### config.mk
export PLATFORM = sky130hd
export DESIGN_NAME = chan_submit_ctrl
export DESIGN_NICKNAME = d
export VERILOG_FILES = /design/src/rtl/csc_pkg.sv /design/src/rtl/csc_ctrl.sv /design/src/rtl/csc_datapath.sv /design/src/rtl/chan_submit_ctrl.sv
export SDC_FILE = /design/constraint.sdc
export NUM_CORES = 1
export LEC_CHECK = 0
export BUFFER_PORTS_ARGS = -buffer_cell sky130_fd_sc_hd__buf_2
export CAP_MARGIN = 20
export CORE_UTILIZATION = 48
export CTS_CLUSTER_DIAMETER = 200
export DETAILED_ROUTE_END_ITERATION = 8
export PLACE_DENSITY = 0.83
export SLEW_MARGIN = 15
export SYNTH_ARGS = -nofsm -noshare
export SYNTH_HDL_FRONTEND = slang
export SYNTH_HIERARCHICAL = 1
export SYNTH_SLANG_ARGS = --single-unit
### constraint.sdc
create_clock -name clk -period 4.8 [get_ports clk]
set_input_delay 0.96 -clock clk [delete_from_list [all_inputs] [get_ports clk]]
set_output_delay 0.96 -clock clk [all_outputs]
set_load 0.01 [all_outputs]
### src/rtl/csc_pkg.sv
package csc_pkg;

  typedef enum logic [1:0] {
    MSG_NONE     = 2'd0,
    MSG_RELEASE  = 2'd1,
    MSG_NONEMPTY = 2'd2
  } msg_op_e;

  // strobes from the control to the datapath, one cycle wide
  typedef struct packed {
    logic wrAccept;       // word accepted this cycle
    logic submit;         // current buffer is handed to the host
    logic notifyNonempty; // first word landed in an empty buffer
  } ctrl_strobe_t;

endpackage

### src/rtl/csc_ctrl.sv
module csc_ctrl
  import csc_pkg::*;
#(
  parameter int BUF_WORDS   = 16,
  parameter int BUF_COUNT   = 4,
  parameter bit NONEMPTY_EN = 1'b1,
  localparam int IDX_W = (BUF_COUNT > 1) ? $clog2(BUF_COUNT) : 1,
  localparam int CNT_W = $clog2(BUF_WORDS + 1)
) (
  input  logic             clk,
  input  logic             rst,
  input  logic             inValid,
  input  logic             flushStrobe,
  input  logic             relStrobe,
  input  logic [IDX_W-1:0] relIndex,
  output logic             inReady,
  output ctrl_strobe_t     strobes,
  output logic [IDX_W-1:0] curIdx,
  output logic [CNT_W-1:0] fillCnt,
  output logic [CNT_W-1:0] subCount
);

  localparam logic [IDX_W-1:0] LAST_IDX = IDX_W'(BUF_COUNT - 1);
  localparam logic [CNT_W-1:0] FULL_M1  = CNT_W'(BUF_WORDS - 1);

  logic [BUF_COUNT-1:0] freeMask;
  logic                 accept;
  logic                 submit;
  logic [CNT_W-1:0]     fillNext;
  logic [IDX_W-1:0]     nextIdx;

  assign inReady  = freeMask[curIdx];
  assign accept   = inValid & inReady;
  assign fillNext = fillCnt + CNT_W'(accept);
  assign submit   = (accept && (fillCnt == FULL_M1)) ||
                    (flushStrobe && (fillNext != '0));
  assign subCount = fillNext;
  assign nextIdx  = (curIdx == LAST_IDX) ? '0 : curIdx + 1'b1;

  always_comb begin
    strobes.wrAccept       = accept;
    strobes.submit         = submit;
    strobes.notifyNonempty = NONEMPTY_EN && accept && (fillCnt == '0) && !submit;
  end

  always_ff @(posedge clk) begin
    if (rst) begin
      curIdx  <= '0;
      fillCnt <= '0;
    end else if (submit) begin
      curIdx  <= nextIdx;
      fillCnt <= '0;
    end else begin
      fillCnt <= fillNext;
    end
  end

  // one ownership flag per buffer: locking by submission wins over a release
  for (genvar g = 0; g < BUF_COUNT; g++) begin : g_slot
    logic slotFree;
    always_ff @(posedge clk) begin
      if (rst)
        slotFree <= 1'b1;
      else if (submit && (curIdx == IDX_W'(g)))
        slotFree <= 1'b0;
      else if (relStrobe && (relIndex == IDX_W'(g)))
        slotFree <= 1'b1;
    end
    assign freeMask[g] = slotFree;
  end

  // the write offset never runs past the buffer
  assert_fill_bound_R2: assert property (@(posedge clk) disable iff (rst)
    fillCnt < CNT_W'(BUF_WORDS));

  // a submission restarts the offset
  assert_offset_restart_R4: assert property (@(posedge clk) disable iff (rst)
    submit |=> (fillCnt == '0));

  // a buffer just handed over is locked on the next cycle
  assert_submitted_held_R6: assert property (@(posedge clk) disable iff (rst)
    submit |=> !freeMask[$past(curIdx)]);

  // input readiness only comes back through a host release
  assert_ready_source_R6: assert property (@(posedge clk) disable iff (rst)
    $rose(inReady) |-> $past(relStrobe));

endmodule

### src/rtl/csc_datapath.sv
module csc_datapath
  import csc_pkg::*;
#(
  parameter int WORD_W    = 32,
  parameter int BUF_WORDS = 16,
  parameter int BUF_COUNT = 4,
  parameter int CHAN_ID   = 1,
  parameter int CHAN_W    = 8,
  localparam int IDX_W  = (BUF_COUNT > 1) ? $clog2(BUF_COUNT) : 1,
  localparam int OFF_W  = (BUF_WORDS > 1) ? $clog2(BUF_WORDS) : 1,
  localparam int CNT_W  = $clog2(BUF_WORDS + 1),
  localparam int ADDR_W = IDX_W + OFF_W
) (
  input  logic              clk,
  input  logic              rst,
  input  ctrl_strobe_t      strobes,
  input  logic [IDX_W-1:0]  curIdx,
  input  logic [CNT_W-1:0]  fillCnt,
  input  logic [CNT_W-1:0]  subCount,
  input  logic [WORD_W-1:0] inData,
  input  logic              irqClear,
  output logic              memWrEn,
  output logic [ADDR_W-1:0] memWrAddr,
  output logic [WORD_W-1:0] memWrData,
  output logic              msgValid,
  output logic [CHAN_W-1:0] msgChan,
  output logic [1:0]        msgOpcode,
  output logic [IDX_W-1:0]  msgBufIdx,
  output logic [CNT_W-1:0]  msgCount,
  output logic              irq
);

  msg_op_e opNext;
  logic    anyMsg;

  assign anyMsg  = strobes.submit | strobes.notifyNonempty;
  assign msgChan = CHAN_W'(CHAN_ID);

  always_comb begin
    if (strobes.submit)              opNext = MSG_RELEASE;
    else if (strobes.notifyNonempty) opNext = MSG_NONEMPTY;
    else                             opNext = MSG_NONE;
  end

  always_ff @(posedge clk) begin
    if (rst) begin
      memWrEn   <= 1'b0;
      memWrAddr <= '0;
      memWrData <= '0;
      msgValid  <= 1'b0;
      msgOpcode <= MSG_NONE;
      msgBufIdx <= '0;
      msgCount  <= '0;
      irq       <= 1'b0;
    end else begin
      memWrEn   <= strobes.wrAccept;
      memWrAddr <= {curIdx, fillCnt[OFF_W-1:0]};
      memWrData <= inData;
      msgValid  <= anyMsg;
      msgOpcode <= opNext;
      msgBufIdx <= curIdx;
      msgCount  <= strobes.submit ? subCount : '0;
      irq       <= anyMsg | (irq & ~irqClear);
    end
  end

  // a release always reports a count between one and a full buffer
  assert_release_count_R3: assert property (@(posedge clk) disable iff (rst)
    (msgValid && (msgOpcode == MSG_RELEASE)) |->
      ((msgCount != '0) && (msgCount <= CNT_W'(BUF_WORDS))));

  // every message is accompanied by a raised request
  assert_irq_with_msg_R8: assert property (@(posedge clk) disable iff (rst)
    msgValid |-> irq);

  // the request holds until the host clears it
  assert_irq_hold_R8: assert property (@(posedge clk) disable iff (rst)
    (irq && !irqClear) |=> irq);

endmodule

### src/rtl/chan_submit_ctrl.sv
module chan_submit_ctrl
  import csc_pkg::*;
#(
  parameter int WORD_W      = 32,
  parameter int BUF_WORDS   = 16,
  parameter int BUF_COUNT   = 4,
  parameter int CHAN_ID     = 1,
  parameter int CHAN_W      = 8,
  parameter bit NONEMPTY_EN = 1'b1,
  localparam int IDX_W  = (BUF_COUNT > 1) ? $clog2(BUF_COUNT) : 1,
  localparam int OFF_W  = (BUF_WORDS > 1) ? $clog2(BUF_WORDS) : 1,
  localparam int CNT_W  = $clog2(BUF_WORDS + 1),
  localparam int ADDR_W = IDX_W + OFF_W
) (
  input  logic              clk,
  input  logic              rst,
  input  logic [WORD_W-1:0] inData,
  input  logic              inValid,
  output logic              inReady,
  output logic              memWrEn,
  output logic [ADDR_W-1:0] memWrAddr,
  output logic [WORD_W-1:0] memWrData,
  input  logic              relStrobe,
  input  logic [IDX_W-1:0]  relIndex,
  input  logic              flushStrobe,
  input  logic              irqClear,
  output logic              msgValid,
  output logic [CHAN_W-1:0] msgChan,
  output logic [1:0]        msgOpcode,
  output logic [IDX_W-1:0]  msgBufIdx,
  output logic [CNT_W-1:0]  msgCount,
  output logic              irq
);

  ctrl_strobe_t     strobes;
  logic [IDX_W-1:0] curIdx;
  logic [CNT_W-1:0] fillCnt;
  logic [CNT_W-1:0] subCount;

  csc_ctrl #(
    .BUF_WORDS  (BUF_WORDS),
    .BUF_COUNT  (BUF_COUNT),
    .NONEMPTY_EN(NONEMPTY_EN)
  ) u_ctrl (
    .clk        (clk),
    .rst        (rst),
    .inValid    (inValid),
    .flushStrobe(flushStrobe),
    .relStrobe  (relStrobe),
    .relIndex   (relIndex),
    .inReady    (inReady),
    .strobes    (strobes),
    .curIdx     (curIdx),
    .fillCnt    (fillCnt),
    .subCount   (subCount)
  );

  csc_datapath #(
    .WORD_W   (WORD_W),
    .BUF_WORDS(BUF_WORDS),
    .BUF_COUNT(BUF_COUNT),
    .CHAN_ID  (CHAN_ID),
    .CHAN_W   (CHAN_W)
  ) u_datapath (
    .clk      (clk),
    .rst      (rst),
    .strobes  (strobes),
    .curIdx   (curIdx),
    .fillCnt  (fillCnt),
    .subCount (subCount),
    .inData   (inData),
    .irqClear (irqClear),
    .memWrEn  (memWrEn),
    .memWrAddr(memWrAddr),
    .memWrData(memWrData),
    .msgValid (msgValid),
    .msgChan  (msgChan),
    .msgOpcode(msgOpcode),
    .msgBufIdx(msgBufIdx),
    .msgCount (msgCount),
    .irq      (irq)
  );

endmodule

* Yosys cells after proc, flatten, opt, wreduce, memory -nomap -nowiden
Index checks and enable logic that the tools add are counted.
** Storage, ports and cells
- Bits in registers :: 61
- Input port bits :: 40
- Word-level logic and storage cells :: 68
** Cells by class
- Add/sub/neg operators :: 2
- Magnitude comparators :: 1
- Equality and inequality tests :: 7
- Muxes and demuxes :: 13
- Bitwise gates (word level) :: 6
- Reduce and logical (&&, ||, !) cells :: 24
** Operators by type and width (count)
- $logic_and A1 B1 Y1 :: 12
- $mux W1 :: 10
- $eq A2 B2 Y1 const B :: 4
- $reduce_bool A2 Y1 :: 4
- $add A5 B1 Y5 :: 1
- $eq A5 B4 Y1 const B :: 1
- $logic_not A5 Y1 :: 1
- $reduce_bool A5 Y1 :: 1
- $eq A2 B1 Y1 const B :: 2
- $logic_not A2 Y1 :: 2
- $mux W2 :: 2
- $reduce_or A2 Y1 :: 2
- $lt A2 B3 Y1 const B :: 1
- $add A2 B1 Y2 const B :: 1
- $and A1 B1 Y1 :: 2
- $bmux W1 S2 :: 1
- $not A1 Y1 :: 2
- $or A1 B1 Y1 :: 2
- $logic_not A1 Y1 :: 1
- $logic_or A1 B1 Y1 :: 1

* Logic depth before layout (Yosys ltp)
- Word-level depth :: 11
- Gate-level depth with buffers :: 12

* Hierarchy
Netlist, hierarchy kept.
** Modules (own cells, without submodules)
- csc_datapath :: times used 1, cells each 114, area an instance 1373.8 um^2, sequential area each 960.9 um^2
- csc_ctrl :: times used 1, cells each 65, area an instance 629.4 um^2, sequential area each 220.2 um^2

* Worst setup path after synthesis
OpenSTA, ideal clock, no wires.
- Path type :: reg-to-reg
- From :: reg u_ctrl.curIdx[0]
- To :: reg u_datapath.msgCount[0]
- Arrival time :: 2.868 ns
- Path slack :: 1.817 ns
- Cell stages (with the launch flop) :: 13
- Path buffers :: 1
- Cell sequence :: dfxtp_1 > mux4_2 > nand2_1 > inv_1 > ha_1 > ha_1 > xor2_1 > or3_4 > o31ai_4 > nand2_4 > buf_4 > nor2b_2 > and2_1
** Between the ends
- Cells in the longest elaborated chain, start to end :: 9
- Elaborated cells on any way between the ends :: 10
** Ends and longest elaborated chain
- start: declaration :: RTL line csc_ctrl.sv:18 : output logic [IDX_W-1:0] curIdx,
- start signal: assignment :: RTL line csc_ctrl.sv:51 : curIdx <= nextIdx;
- $bmux W1 S2 :: RTL line csc_ctrl.sv:32 : assign inReady = freeMask[curIdx];
- $mux W1 (not written as such) :: RTL line csc_ctrl.sv:32
- net inReady :: RTL line chan_submit_ctrl.sv:19 : output logic inReady,
- $and A1 B1 Y1 :: RTL line csc_ctrl.sv:33 : assign accept = inValid & inReady;
- net u_ctrl.accept :: RTL line csc_ctrl.sv:27 : logic accept;
- $add A5 B1 Y5 :: RTL line csc_ctrl.sv:34 : assign fillNext = fillCnt + CNT_W'(accept);
- net subCount[2] :: RTL line chan_submit_ctrl.sv:38 : logic [CNT_W-1:0] subCount;
- $reduce_bool A5 Y1 :: RTL line csc_ctrl.sv:36 : (flushStrobe && (fillNext != '0));
- $logic_and A1 B1 Y1 :: RTL line csc_ctrl.sv:36
- $logic_or A1 B1 Y1 :: RTL line csc_ctrl.sv:35 : assign submit = (accept && (fillCnt == FULL_M1)) ||
- net u_ctrl.submit :: RTL line csc_ctrl.sv:28 : logic submit;
- $not A1 Y1 (no source line)
- $reduce_or A2 Y1 (no source line)
- end signal: assignment :: RTL line csc_datapath.sv:62 : msgCount <= strobes.submit ? subCount : '0;
- end: declaration :: RTL line csc_datapath.sv:29 : output logic [CNT_W-1:0] msgCount,
The timed path passes the listed nets, and every way through them passes these cells. The select of a mux whose other input is x is not followed.
A chain may end at the register's enable or synchronous reset.

==> out/results.txt <==
Num ports -> 99
Reported leakage power -> 1.29 nW
Maximum clock frequency -> 0.313 GHz
Number of hold buffers added after cts -> 0
Pin slew with the least headroom to its limit -> 858 ps
Period utilisation layout -> 0.666
Number of post-CTS setup repair buffers -> 0
Number of DRC violations after detailed routing -> 0
Clock tree from TritonCTS -> done
Post-synthesis sequential element count -> 59
Die Height -> 66.6 um
Synthesized netlist cell count -> 179
Power Density -> 428 nW/um^2
Yosys top cell area share -> 0.590
Pin count of the biggest net entering global routing -> 53
Layout cells sized above 1 -> 0.399
CP startpoint kind -> register
Worst setup EP type -> register
Synthesized cell area -> 2000 sq um
Fraction of the yosys area taken by sequential cells -> 0.590
Clock buffer count from CTS -> 9
YS warnings -> 6
Psw -> 0.000293 W
Final setup vio count -> 0
Rel. slew slack -> 0.428
Distinct cell type count after synthesis -> 36
Core Rows -> 23
Most common library cells after synthesis -> sky130_fd_sc_hd__dfxtp_1 (59), sky130_fd_sc_hd__nor2b_1 (39), sky130_fd_sc_hd__buf_4 (12)
Synthesis-to-layout area growth -> 29.0%
Async SR Flop Fraction -> 0
Most frequently used flop master after synthesis -> sky130_fd_sc_hd__dfxtp_1
Clock root buffer -> sky130_fd_sc_hd__clkbuf_8
Via count of the routed design -> 1,488
Placed Cells -> 308
H-tree level count -> 3
Post-route total power -> 0.00111 W
Final GP Congestion -> 0.892
Post-synth top area cell -> sky130_fd_sc_hd__dfxtp_1
Number of flops mapped to enable cells by yosys -> 0
Initial antenna violation count -> 0
Max VDD drop -> 0.227 mV
Net count, final -> 315
Status -> completed
Number of global-route vias before repair -> 1,251
Routed wire length on met2 -> 1.74 mm
Total met3 wirelength after detailed routing -> 377 um
Filler cell count -> 321
Fin. max-slew vios -> 0
Final routed wire length divided by cell count -> 11.7 um
Width of the die -> 66.6 um
Data arrival time of the critical path -> 3430 ps
Global-route wire length before repair -> 5.78 mm
Worst-Skew Late Latency -> 320 ps
Path category of the worst min-delay check -> register to register
Top cells by area, synth -> sky130_fd_sc_hd__dfxtp_1 (59%), sky130_fd_sc_hd__nor2b_1 (12%), sky130_fd_sc_hd__buf_4 (4.5%)
Global-route congestion overflow total -> 0
Number of vias per cell after detailed routing -> 4.61
Number of iterations in the first detailed-routing pass -> 4
Setup clock skew after layout -> 3.68 ps
DR top layer -> met4
DRC violation total after the first TritonRoute iteration -> 68
Endpoint required time on the critical path -> 5040 ps
Fraction of power consumed by sequential logic -> 0.499
Met1 wire length -> 1.57 mm
RSZ-0062 raised after global routing -> false
Final hold violation count -> 0
Routed WL -> 3.78 mm
Clock share of power -> 0.334
Clk sinks -> 59
Peak fanout along the critical path -> 6
Internal power component -> 0.000813 W
Final cell area excluding filler cells -> 2580 sq um
Tot GR Track Use -> 0.183
Fraction of power consumed by combinational cells -> 0.168
Worst-path clk slew -> 60 ps
Core Footprint -> 4000 sq um
Number of inserted diodes -> 0
Total of cells resized after clock tree synthesis -> 0
Final core area utilization -> 0.646
Final-layout setup total negative slack -> 0 ps
Maximum root-to-sink buffer count -> 2
Count of non-filler cells in the finished layout -> 323
Starting density of the core -> 0.501
Floorplan die area -> 4440 sq um
Post-Syn Area per Cell -> 11.2 sq um
Most used standard cell by instance count after synthesis -> sky130_fd_sc_hd__dfxtp_1
Time the final worst path needs with I/O delays and setup -> 3200 ps
Sw frac -> 0.265
Max Cap Viol -> 0
HPWL Detailed -> 2.68 mm
Antenna Nets Post-Route -> 0
Type of the setup path with the least slack -> register to register
Buffers on Ports -> 90
Cell area after placement -> 2420 sq um
-- worst max-delay path, stage by stage (launching register included) --
cell	delay, ps
sky130_fd_sc_hd__dfxtp_1	440
sky130_fd_sc_hd__mux4_2	580
sky130_fd_sc_hd__nand2_1	110
sky130_fd_sc_hd__inv_1	70
sky130_fd_sc_hd__ha_1	200
sky130_fd_sc_hd__ha_1	210
sky130_fd_sc_hd__xor2_1	160
sky130_fd_sc_hd__or3_4	360
sky130_fd_sc_hd__o31a_1	310
sky130_fd_sc_hd__nor4_1	380
sky130_fd_sc_hd__nor2_1	130
sky130_fd_sc_hd__a21oi_1	160
-- metal layers --
metal  up-vias  track usage
li1        744            -
met1       665        0.211
met5         -            0
met3         7       0.0702
met2        72        0.269
met4         0        0.144
-- state kept, by name (all words and copies together) (netlist names) --
| name | flops |
|---|---|
| u_datapath/memWrAddr | 6 |
| u_datapath/memWrData | 32 |
| u_ctrl/fillCnt | 5 |
| u_datapath/msgOpcode | 2 |
| u_ctrl/g_slot.slotFree | 4 |
| u_datapath/msgCount | 5 |
| u_datapath/irq | 1 |
| u_ctrl/curIdx | 2 |
| u_datapath/msgValid | 1 |
| u_datapath/memWrEn | 1 |
-- layout by cell type (no fill, tap or decap), types with 2 or more instances in the layout --
cell type	instances
sky130_fd_sc_hd__nor2b_1	39
sky130_fd_sc_hd__nor3_1	4
sky130_fd_sc_hd__inv_1	4
sky130_fd_sc_hd__ha_1	6
sky130_fd_sc_hd__xnor2_1	2
sky130_fd_sc_hd__nand2_1	3
sky130_fd_sc_hd__conb_1	8
sky130_fd_sc_hd__buf_2	90
sky130_fd_sc_hd__nand3_1	3
sky130_fd_sc_hd__clkbuf_1	2
sky130_fd_sc_hd__and2_1	5
sky130_fd_sc_hd__a31oi_1	4
sky130_fd_sc_hd__nor2_1	5
sky130_fd_sc_hd__clkinv_2	3
sky130_fd_sc_hd__nor3b_1	2
sky130_fd_sc_hd__clkbuf_8	10
sky130_fd_sc_hd__a21oi_1	2
sky130_fd_sc_hd__dfxtp_1	59
sky130_fd_sc_hd__and3_1	4
-- per-stage QoR --
stage / hold WS (ps) / setup WS (ps)
after global placement: 470 / 1740
after detailed placement: 471 / 1660
after global routing: 533 / 1480
final: 506 / 1600
after CTS: 515 / 1630
after floorplan: 482 / 1820
-- power by group through the flow --
stage / registers, W / logic, W / clock network, W
4_1_cts: 0.000552 / 0.000186 / 0.000381
3_3_place_gp: 0.000561 / 0.000182 / 0
6_report: 0.000552 / 0.000185 / 0.000369
5_1_grt: 0.000556 / 0.000205 / 0.000407
2_1_floorplan: 0.000574 / 0.000114 / 0
3_5_place_dp: 0.000562 / 0.000184 / 0
-- kinds of logic (layout without fill, tap and decap cells) --
| logic type | count (synthesis) | count (layout) | synth area share |
|---|---|---|---|
| and+or+nand+nor | 75 | 75 | 0.232 |
| DFF | 59 | 59 | 0.590 |
| buffers and inverters | 21 | 109 | 0.0643 |
| AOI/OAI and AO/OA | 12 | 12 | 0.0481 |
| adders and majority gates | 6 | 6 | 0.0375 |
| xor gates and xnor gates | 3 | 3 | 0.0131 |
| other | 2 | 8 | 0.00375 |
| muxes | 1 | 1 | 0.0112 |
-- area by class of cell --
type / instances / area, sq um / area share
inverter: 4 / 15.0 / 0.00581
clock inverter: 3 / 15.0 / 0.00581
sequential: 59 / 1180 / 0.457
clock buffer: 12 / 145 / 0.0561
multi-input combinational: 105 / 716 / 0.277
timing repair buffer: 90 / 450 / 0.174
tap: 50 / 62.6 / 0.0242
-- final timing paths --
kind / slack, ps / to / from / cells after the start
setup reg to reg: 1600 / u_datapath/irq / u_ctrl/curIdx[0] / 11
setup / recovery: 1600 / u_datapath/irq / u_ctrl/curIdx[0] / 11
hold reg to reg: 510 / u_datapath/irq / u_datapath/irq / 2
hold / removal: 510 / u_datapath/irq / u_datapath/irq / 2
No activity file was read; power rests on OpenSTA's default activity.
